==> src/rtl/hw_halt_pkg.sv <==
package hw_halt_pkg;
  localparam logic [1:0] CLK_XTAL = 2'd0;

  typedef enum logic [1:0] {
    SRC_RST = 2'd0,
    SRC_BOR = 2'd1,
    SRC_MWK = 2'd2,
    SRC_G7  = 2'd3
  } wake_src_e;

  typedef enum logic [1:0] {
    ST_RUN    = 2'd0,
    ST_HALT   = 2'd1,
    ST_SETTLE = 2'd2
  } hstate_e;
endpackage

==> src/rtl/hw_sync.sv <==
module hw_sync #(
  parameter int   STAGES  = 2,
  parameter logic RST_VAL = 1'b0
) (
  input  logic clk_i,
  input  logic rst_ni,
  input  logic d_i,
  output logic q_o
);
  logic [STAGES-1:0] chain_q;

  always_ff @(posedge clk_i or negedge rst_ni) begin
    if (!rst_ni) chain_q <= {STAGES{RST_VAL}};
    else         chain_q <= {chain_q[STAGES-2:0], d_i};
  end

  assign q_o = chain_q[STAGES-1];
endmodule

==> src/rtl/hw_tc_div.sv <==
module hw_tc_div #(
  parameter int DIV = 10
) (
  input  logic clk_i,
  input  logic rst_ni,
  output logic tick_o
);
  localparam int CW = $clog2(DIV);
  localparam logic [CW-1:0] LAST = CW'(DIV - 1);

  logic [CW-1:0] cnt_q;

  always_ff @(posedge clk_i or negedge rst_ni) begin
    if (!rst_ni)           cnt_q <= '0;
    else if (cnt_q == LAST) cnt_q <= '0;
    else                   cnt_q <= cnt_q + 1'b1;
  end

  assign tick_o = (cnt_q == LAST);
endmodule

==> src/rtl/hw_settle_timer.sv <==
module hw_settle_timer #(
  parameter int W = 8
) (
  input  logic         clk_i,
  input  logic         rst_ni,
  input  logic         preset_i,
  input  logic         run_i,
  input  logic         tick_i,
  output logic [W-1:0] pre_o,
  output logic [W-1:0] cnt_o,
  output logic         wrap_o
);
  logic [W-1:0] pre_q, cnt_q;

  // prescaler counts settle ticks; counter only takes the preset
  always_ff @(posedge clk_i or negedge rst_ni) begin
    if (!rst_ni) begin
      pre_q <= '0;
      cnt_q <= '0;
    end else if (preset_i) begin
      pre_q <= '1;
      cnt_q <= '1;
    end else if (run_i && tick_i) begin
      pre_q <= pre_q - 1'b1;
    end
  end

  assign wrap_o = run_i && tick_i && (pre_q == '0);
  assign pre_o  = pre_q;
  assign cnt_o  = cnt_q;
endmodule

==> src/rtl/hw_halt_ctrl.sv <==
module hw_halt_ctrl
  import hw_halt_pkg::*;
#(
  parameter int DIV         = 10,
  parameter int WDT_W       = 8,
  parameter int SYNC_STAGES = 2
) (
  input  logic             clk_i,
  input  logic             rst_ni,
  input  logic [1:0]       clk_opt_i,
  input  logic             bo_en_i,
  input  logic             halt_wr_i,
  input  logic             g7_i,
  input  logic             mwake_i,
  input  logic             reset_pin_ni,
  input  logic             bo_det_i,
  output logic             core_clk_en_o,
  output logic             tc_tick_o,
  output logic             restart_o,
  output logic             resume_o,
  output logic             halted_o,
  output logic [1:0]       wake_src_o,
  output logic [WDT_W-1:0] wdt_pre_o,
  output logic [WDT_W-1:0] wdt_cnt_o
);
  localparam int NSRC = 4;
  // reset pin idles high, the rest idle low
  localparam logic [NSRC-1:0] SYNC_RST = 4'b0001;

  logic [NSRC-1:0] raw, syn;
  assign raw = {g7_i, mwake_i, bo_det_i, reset_pin_ni};

  for (genvar i = 0; i < NSRC; i++) begin : g_sync
    hw_sync #(.STAGES(SYNC_STAGES), .RST_VAL(SYNC_RST[i])) u_sync (
      .clk_i (clk_i),
      .rst_ni(rst_ni),
      .d_i   (raw[i]),
      .q_o   (syn[i])
    );
  end

  logic tick, wrap;
  hw_tc_div #(.DIV(DIV)) u_div (
    .clk_i (clk_i),
    .rst_ni(rst_ni),
    .tick_o(tick)
  );

  hstate_e   state_q, state_d;
  wake_src_e src_q, sel_src;
  logic      g7_prev_q, restart_q, resume_q;
  logic      ev_rst, ev_bor, ev_mwk, ev_g7, any_ev, is_xtal, need_settle;
  logic      preset, release_w;
  wake_src_e rel_src;

  assign is_xtal = (clk_opt_i == CLK_XTAL);
  assign ev_rst  = ~syn[0];
  assign ev_bor  = bo_en_i & syn[1];
  assign ev_mwk  = syn[2];
  assign ev_g7   = syn[3] & ~g7_prev_q & ~is_xtal;
  assign any_ev  = ev_rst | ev_bor | ev_mwk | ev_g7;

  always_comb begin
    if (ev_rst)      sel_src = SRC_RST;
    else if (ev_bor) sel_src = SRC_BOR;
    else if (ev_mwk) sel_src = SRC_MWK;
    else             sel_src = SRC_G7;
  end

  assign need_settle = is_xtal && (sel_src == SRC_BOR || sel_src == SRC_MWK);
  assign preset      = (state_q == ST_HALT) && any_ev;
  assign release_w   = (preset && !need_settle) || ((state_q == ST_SETTLE) && wrap);
  assign rel_src     = (state_q == ST_HALT) ? sel_src : src_q;

  always_comb begin
    state_d = state_q;
    unique case (state_q)
      ST_RUN:    if (halt_wr_i) state_d = ST_HALT;
      ST_HALT:   if (any_ev) state_d = need_settle ? ST_SETTLE : ST_RUN;
      ST_SETTLE: if (wrap) state_d = ST_RUN;
      default:   state_d = ST_RUN;
    endcase
  end

  always_ff @(posedge clk_i or negedge rst_ni) begin
    if (!rst_ni) begin
      state_q   <= ST_RUN;
      src_q     <= SRC_RST;
      g7_prev_q <= 1'b0;
      restart_q <= 1'b0;
      resume_q  <= 1'b0;
    end else begin
      state_q   <= state_d;
      g7_prev_q <= syn[3];
      if (preset) src_q <= sel_src;
      restart_q <= release_w && (rel_src == SRC_RST || rel_src == SRC_BOR);
      resume_q  <= release_w && (rel_src == SRC_MWK || rel_src == SRC_G7);
    end
  end

  hw_settle_timer #(.W(WDT_W)) u_settle (
    .clk_i   (clk_i),
    .rst_ni  (rst_ni),
    .preset_i(preset),
    .run_i   (state_q == ST_SETTLE),
    .tick_i  (tick),
    .pre_o   (wdt_pre_o),
    .cnt_o   (wdt_cnt_o),
    .wrap_o  (wrap)
  );

  assign core_clk_en_o = (state_q == ST_RUN);
  assign halted_o      = (state_q != ST_RUN);
  assign tc_tick_o     = tick;
  assign restart_o     = restart_q;
  assign resume_o      = resume_q;
  assign wake_src_o    = src_q;
endmodule

==> config.mk <==
export PLATFORM = sky130hd
export DESIGN_NAME = hw_halt_ctrl
export DESIGN_NICKNAME = d
export VERILOG_FILES = /design/src/rtl/hw_halt_pkg.sv /design/src/rtl/hw_sync.sv /design/src/rtl/hw_tc_div.sv /design/src/rtl/hw_settle_timer.sv /design/src/rtl/hw_halt_ctrl.sv
export SDC_FILE = /design/constraint.sdc
export NUM_CORES = 1
export LEC_CHECK = 0
export ABC_AREA = 1
export ABC_CLOCK_PERIOD_IN_PS = 2500
export BUFFER_PORTS_ARGS = -buffer_cell sky130_fd_sc_hd__buf_4
export CAP_MARGIN = 10
export CORE_MARGIN = 2
export CORE_UTILIZATION = 30
export CTS_CLUSTER_SIZE = 16
export DETAILED_ROUTE_END_ITERATION = 12
export GPL_ROUTABILITY_DRIVEN = 0
export SYNTH_ARGS = -nofsm -noshare
export SYNTH_HDL_FRONTEND = slang
export SYNTH_SLANG_ARGS = --single-unit
==> constraint.sdc <==
create_clock -name clk_i -period 2.5 [get_ports clk_i]
set_clock_uncertainty 0.05 [all_clocks]
set_input_delay 0.5 -clock clk_i [delete_from_list [all_inputs] [get_ports clk_i]]
set_output_delay 0.5 -clock clk_i [all_outputs]
set_load 0.005 [all_outputs]
# Yosys cells after proc, flatten, opt, wreduce, memory -nomap -nowiden
# Cells that the tools add are included.
# W data, S select, Z words.
[classes]
n_addsub = 2
eq_ne = 11
n_mux = 12
n_bitwise = 9
n_reduce_logical = 20
[op_table]
columns = ["cell", "n"]
rows = [
  ["$mux W8", 2],
  ["$mux W2", 7],
  ["$eq A2 B2 Y1 const B", 4],
  ["$logic_and A1 B1 Y1", 8],
  ["$logic_not A8 Y1", 1],
  ["$sub A8 B1 Y8 const B", 1],
  ["$eq A2 B1 Y1 const B", 3],
  ["$logic_not A2 Y1", 3],
  ["$ne A2 B2 Y1 const B", 3],
  ["$pmux W2 S3", 1],
  ["$add A4 B1 Y4 const B", 1],
  ["$eq A4 B4 Y1 const B", 1],
  ["$logic_or A1 B1 Y1", 4],
  ["$mux W4", 1],
  ["$reduce_bool A2 Y1", 2],
  ["$and A1 B1 Y1", 3],
  ["$not A1 Y1", 3],
  ["$or A1 B1 Y1", 3],
  ["$reduce_and A3 Y1", 1],
  ["$logic_not A1 Y1", 1],
  ["$mux W1", 1],
]
[word_totals]
reg_bits = 28
in_bits = 10

# Longest topological paths before layout
# Gate-level depths: netlist of the first run.
[logic_depth]
ltp_word = 10
ltp_mapped = 8
mapped_depth_nobuf = 8

# Modules after synthesis
# From an unflattened synthesis of the first run, not the netlist that was laid out.
[unflattened]
cells_unflattened = 145
area_unflattened_um2 = 1276.2
[by_module_without_submodules]
columns = ["mod", "n_inst", "cells_per_inst", "area_per_inst_um2", "seq_area_each_um2"]
rows = [
  ["hw_settle_timer", 1, 70, 539.3, 225.2],
  ["hw_halt_ctrl", 1, 47, 357.8, 175.2],
  ["hw_tc_div", 1, 20, 176.4, 100.1],
  ["hw_sync (g_sync[1].u_sync ...)", 3, 2, 50.0, 50.0],
  ["hw_sync (g_sync[0].u_sync)", 1, 2, 52.6, 52.6],
]

# Worst setup path after synthesis of the first run
# OpenSTA, ideal clock, no wires.
[synth_timing]
kind = "in2reg"
from = "input bo_en_i"
to = "register u_settle.pre_q[2], in the netlist u_settle.pre_o[2]"
setup_time_ps = 127
arrival_time_ps = 1124
required_time_ps = 2323
path_slack_ps = 1199
path_stages = 7
path_cell_list = "nand2_1 > nand2_1 > nor2_2 > nand2_1 > nand2_1 > buf_4 > nand3_1"
[synth_between]
elab_chain_len = 6
[synth_lines]
columns = ["item", "line_no", "source"]
rows = [
  ["start, declared", "hw_halt_ctrl.sv:11", "input logic bo_en_i,"],
  ["$and A1 B1 Y1 (*)", "hw_halt_ctrl.sv:58", "assign ev_bor = bo_en_i & syn[1];"],
  ["$or A1 B1 Y1 (*) (3 in a row)", "hw_halt_ctrl.sv:61", "assign any_ev = ev_rst | ev_bor | ev_mwk | ev_g7;"],
  ["$logic_and A1 B1 Y1 (*)", "hw_halt_ctrl.sv:71", "assign preset = (state_q == ST_HALT) && any_ev;"],
  ["$mux W8 / $reduce_bool A2 Y1 (equally long branches)", "n/a", ""],
  ["end signal, assigned", "hw_settle_timer.sv:24", "pre_q <= pre_q - 1'b1;"],
  ["end, declared", "hw_settle_timer.sv:13", "logic [W-1:0] pre_q, cnt_q;"],
]
# Mark *: on every way between the ends. The rest lies on a longest branch, timed or not.
# A chain may end at the register's enable or synchronous reset.

# Worst setup path in the final report of the first run
[layout_timing]
from = "register u_div.cnt_q[2]"
to = "output tc_tick_o"
[layout_between]
elab_chain_len = 1
[layout_lines]
columns = ["item", "line_no", "source"]
rows = [
  ["start, declared", "hw_tc_div.sv:11", "logic [CW-1:0] cnt_q;"],
  ["start signal, assigned", "hw_tc_div.sv:16", "else cnt_q <= cnt_q + 1'b1;"],
  ["$eq A4 B4 Y1", "hw_tc_div.sv:19", "assign tick_o = (cnt_q == LAST);"],
  ["end, declared", "hw_halt_ctrl.sv:18", "output logic tc_tick_o,"],
]
# Every way passes these cells.

==> results.cfg, run 1 <==
[power_and_ir_drop]
power_leakage_nw = 0.785
combPwrFrac_pct = 3.1
peakVddDrop_v = 0.000371
p_per_area_mw_per_mm2 = 529
pwr-share-clk_pct = 42.3
power_frac_seq_pct = 54.6
switching_power_mw = 0.162
intPower_mw = 0.687
p_sw_share_pct = 19.1

[finish]
antenna_cells = 0
drive_gt1_share_pct = 28.2
syn2layout_area_growth_pct = 24.3
final_core_util_pct = 39.3
nNetsFinal = 187
fillerInstances = 426

[critical_path]
arrival_ps = 1110
reg2reg_slack_ps = 940
cp-start-kind = flop
critPathCaptureType = output pin
critPathLaunch = u_div.cnt_q[2]
path_max_fanout = 3
r2r-start = g_sync[0].u_sync.chain_q[1]
cp.required_ps = 1950
crit_type = reg -> out

[logic_synthesis]
syn_nets = 158
syn_area_per_cell_um2 = 8.85
yosys_warnings = 0
ys_types = 21
synthCells = 146
synth_area_mm2 = 0.00129
ys_seq_elements = 28
yosysSeqAreaShare_pct = 54.4

[clocking]
clock_latency_ps = 280
hold_buffers = 0
ctsResizeCount = 0
cts-buffers-inserted = 3
cts_max_level = 1
postCtsSetupRepairBufs = 0
cts_tree = done
root_buffer = clkbuf_8
clk_pin_slew_ps = 100
clock_sinks = 28
cts.path.max_buffers = 2

[grt]
gr-total-overflow = 0
grt_pass1_vias = 934
gr-usage-all-layers_pct = 10.1
grt_pass1_wl_um = 4020
grt_max_degree = 29
antenna_found_initial = 0

[timing]
rsz0062_at_grt = false
setup_viol = 0
slew_headroom_pct = 72.3
period_needed_ps = 1660
finalCritPeriodShare_pct = 66.5
slew_violations = 0
max_freq_mhz = 601
setup-tns-final_ps = 0
hold_violations = 0
worst_pin_slew_ps = 415

[routing]
viasPerCell = 4.31
wl_per_cell_um = 10.0
dr.pass1.iters = 2
drt-initial-drc-count = 18
route.detailed.drc = 0
ant_nets = 0
num_vias = 966
wirelength_um = 2250

[status]
status = finished, final reports clean

[job]
cap_violations = 0

[floorplan]
initial_core_util_pct = 31.6
die_w_um = 69.6
rows = 23
dieArea_mm2 = 0.00485
die_h_um = 69.6
io_pins = 33
core_mm2 = 0.00409

[placement]
port_buffers = 32
dp_hpwl_um = 1730

[hold_path]
min_path_type = in -> async
## layer usage
metal	vias up	track usage [%]	share of wire [%]
met4	0	3.21	0.93
met2	25	16.1	45
met3	2	2.33	6.2
met5	-	0	0
met1	434	13.5	48
li1	505	-	-
## placed cells by master (no fill, tap or decap), drive strengths merged
cell type | netlist | final
o21ai | 10 | 10
dfstp | 2 | 2
a21boi | 1 | 1
or2 | 1 | 1
clkbuf | 0 | 3
nor2 | 18 | 18
nand3 | 14 | 14
inv | 18 | 18
nand2 | 38 | 38
bufinv | 0 | 1
a21oi | 4 | 4
buf | 8 | 32
ha | 2 | 2
xnor2 | 1 | 1
dfrtp | 26 | 26
nand3b | 2 | 2
clkinv | 1 | 1
## critical path, cell delays in order, from the launching register on
cell and delay (ps):
dfrtp_1 380, inv_1 70, nand2_1 90, nor2_4 170
buf_4 130
## through the flow
step / setup slack (ps) / hold slack [ps] / instance area (µm²) / std cells / power (mW)
floorplan: 1200 / 154 / 1290 / 146 / 0.479
detailed placement: 781 / 285 / 1540 / 220 / 0.500
finish: 837 / 65.0 / 1610 / 224 / 0.850
global placement: 834 / 283 / 1540 / 220 / 0.500
CTS: 820 / 80.5 / 1610 / 224 / 0.860
global route: 746 / 92.5 / 1610 / 224 / 0.882
## power by group through the flow
stage	registers (mW)	logic (mW)	clock network, mW
finish	0.464	0.0259	0.360
global route	0.465	0.0306	0.386
CTS	0.464	0.0274	0.369
detailed placement	0.473	0.0274	0
global placement	0.473	0.0270	0
floorplan	0.473	0.00653	0
## cell families (layout without fill, tap and decap cells)
family | after synthesis | in the layout | share of synthesized area, %
AND/OR/NAND/NOR | 73 | 73 | 26.4
flip-flops | 28 | 28 | 54.4
buffers and inverters | 27 | 55 | 10.6
AO/OA/AOI/OAI | 15 | 15 | 6.00
adder cells (fa/ha/maj) | 2 | 2 | 1.94
XOR/XNOR | 1 | 1 | 0.678
## cell usage after synthesis
library cell | instances | area [µm²]
nand2_1 | 35 | 131
dfrtp_1 | 26 | 651
inv_1 | 16 | 60.1
nand3_1 | 14 | 70.1
nor2_1 | 13 | 48.8
buf_4 | 8 | 60.1
o21ai_1 | 6 | 30.0
a21oi_1 | 4 | 20.0
o21ai_0 | 4 | 20.0
nor2_4 | 3 | 33.8
dfstp_2 | 2 | 52.6
ha_1 | 2 | 25.0
inv_2 | 2 | 7.51
nand2_2 | 2 | 12.5
nand3b_1 | 2 | 15.0
nor2_2 | 2 | 12.5
a21boi_1 | 1 | 7.51
clkinv_4 | 1 | 8.76
nand2_4 | 1 | 11.3
or2_1 | 1 | 6.26
xnor2_1 | 1 | 8.76
## registers in the layout, summed over array words and instances (netlist names)
name,cells
u_div.cnt_q,4
restart_o,1
state_q,2
resume_o,1
wake_src_o,2
u_settle.cnt_o,1
g_sync.u_sync.chain_q,8
g7_prev_q,1
u_settle.pre_o,8
## path summary, 6_finish.rpt
check | end | cells past startpoint
setup / recovery | tc_tick_o | 4
hold / removal | u_settle.pre_o[1] | 1
setup reg to reg | u_settle.pre_o[7] | 7
hold reg to reg | g_sync[1].u_sync.chain_q[1] | 0
max in group asynchronous | g_sync[0].u_sync.chain_q[0] | 1
min in group clk_i | g_sync[0].u_sync.chain_q[0] | 1
## final cells by class
class                      count  area [µm²]  share of cell area, %
multi-input combinational     91         453                   28.2
inverter                      19        76.3                   4.75
timing repair buffer          32         240                   15.0
sequential                    28         703                   43.8
clock inverter                 1        30.0                   1.87
tap                           50        62.6                   3.89
clock buffer                   3        41.3                   2.57
Power figures use the tool's default switching activity.
==> inputs of run 2 (changes only) <==
Settings changed: ABC_CLOCK_PERIOD_IN_PS 2500 to 1350.
Clock period 2.5 ns to 1.35 ns, I/O delays scaled along.
==> results.cfg, run 2 (same netlist as run 1, synthesis figures left out) <==
[status]
status = complete, but fails checks
violations = setup timing

[timing]
worst_pin_slew_ps = 352
max_freq_mhz = 707
period_needed_ps = 1410
setup_viol = 1
finalWorstSetupSlack_ps = -63.6
slew_headroom_pct = 76.5
slew_violations = 0
hold_violations = 0
rsz0062_at_grt = true
finalCritPeriodShare_pct = 105

[job]
cap_violations = 0

[critical_path]
critPathCaptureType = output pin
crit_type = reg -> out
arrival_ps = 1090
cp.required_ps = 1030
path_max_fanout = 2
cp-start-kind = flop

[power_and_ir_drop]
power_frac_seq_pct = 54.7
p_total_mw = 1.57
combPwrFrac_pct = 3.7
power_leakage_nw = 0.853
intPower_mw = 1.28
p_sw_share_pct = 18.6
p_per_area_mw_per_mm2 = 889
switching_power_mw = 0.292
peakVddDrop_v = 0.000386
pwr-share-clk_pct = 41.6

[finish]
syn2layout_area_growth_pct = 36.7
register_area_um2 = 703
fillerInstances = 433
drive_gt1_share_pct = 38.7
antenna_cells = 0
most-common-layout-cells = 39 x buf_4, 30 x nand2_1, 26 x dfrtp_1
final_common_cell = buf_4
nNetsFinal = 199
multiInputGateArea_um2 = 497

[floorplan]
core_mm2 = 0.00409
initial_core_util_pct = 31.6
dieArea_mm2 = 0.00485
rows = 23
die_w_um = 69.6
die_h_um = 69.6
io_pins = 33

[clocking]
clock_latency_ps = 270
clock_sinks = 28
root_buffer = clkbuf_8
cts.path.max_buffers = 2
cts_max_level = 1
clk_pin_slew_ps = 90
cts-buffers-inserted = 3
cts_tree = done

[hold_path]
min_path_type = in -> reg

[placement]
pre_cts_slack_ps = 29.7
port_buffers = 32
dp_hpwl_um = 1800

[grt]
antenna_found_initial = 0
grt_pass1_vias = 967
gr-usage-all-layers_pct = 10.7
gr-total-overflow = 0
grt_max_degree = 29
grt_pass1_wl_um = 4270

[routing]
ant_nets = 0
wirelength_um = 2490
dr.pass1.iters = 4
route.detailed.drc = 0
viasPerCell = 4.33
wl_per_cell_um = 10.5
drt-initial-drc-count = 18
num_vias = 1022
==> run 2: timing repair <==
item	in CTS	in global routing
buffers inserted	5	1
pin swaps	2	0
gates resized for setup	5	14
endpoints found under the hold margin	26	0
endpoints found under the setup margin	3	13
hold buffers	1	0
==> run 2: cell type report <==
class / instances / area share (%)
tap: 50 / 3.54
clock inverter: 1 / 1.70
timing repair buffer: 44 / 20.2
clock buffer: 3 / 2.34
multi-input combinational: 91 / 28.1
inverter: 19 / 4.32
sequential: 28 / 39.8
==> run 2: stage by stage <==
stage	cells	util [%]	TNS [ps]	hold slack, ps	instance area (µm²)
after floorplan	146	-	0	-75.6	1290
after global placement	225	38.8	0	161	1590
after detailed placement	225	38.8	0	164	1590
after CTS	235	42.0	-69.1	37.0	1720
after global routing	236	43.2	-371	31.3	1770
final	236	43.2	-63.6	48.4	1770
==> run 2: routing by layer <==
metal	track usage (%)	share of wire (%)	routed length (µm)
met5	0	0	0
met4	2.56	0.56	14
met3	1.89	4.6	115
met2	18.5	48	1210
met1	14.1	46	1150
==> run 2: worst max-delay path: stages, from the launching register on <==
cell and delay (ps):
dfrtp_1 400, inv_2 70, nand2_2 60, nor2_4 120
buf_6 100, buf_6 80
==> run 2: path summary, 6_finish.rpt <==
kind / from / cells after the start / slack (ps) / to
setup / recovery: u_div.cnt_q[1] / 5 / -60 / tc_tick_o
hold / removal: g7_i / 1 / 50 / g_sync[3].u_sync.chain_q[0]
setup reg to reg: u_div.cnt_q[1] / 9 / 30 / u_settle.pre_o[6]
hold reg to reg: g_sync[2].u_sync.chain_q[0] / 0 / 300 / g_sync[2].u_sync.chain_q[1]
max in group asynchronous: rst_ni / 2 / 560 / g_sync[0].u_sync.chain_q[1]
min in group asynchronous: rst_ni / 2 / 390 / u_settle.pre_o[6]
==> run 2: power by group through the flow <==
stage | Sequential, mW | Combinational, mW | Clock (mW)
floorplan | 0.875 | 0.0121 | 0
global route | 0.862 | 0.0676 | 0.713
CTS | 0.859 | 0.0581 | 0.685
finish | 0.859 | 0.0586 | 0.653
detailed placement | 0.875 | 0.0558 | 0
global placement | 0.875 | 0.0551 | 0
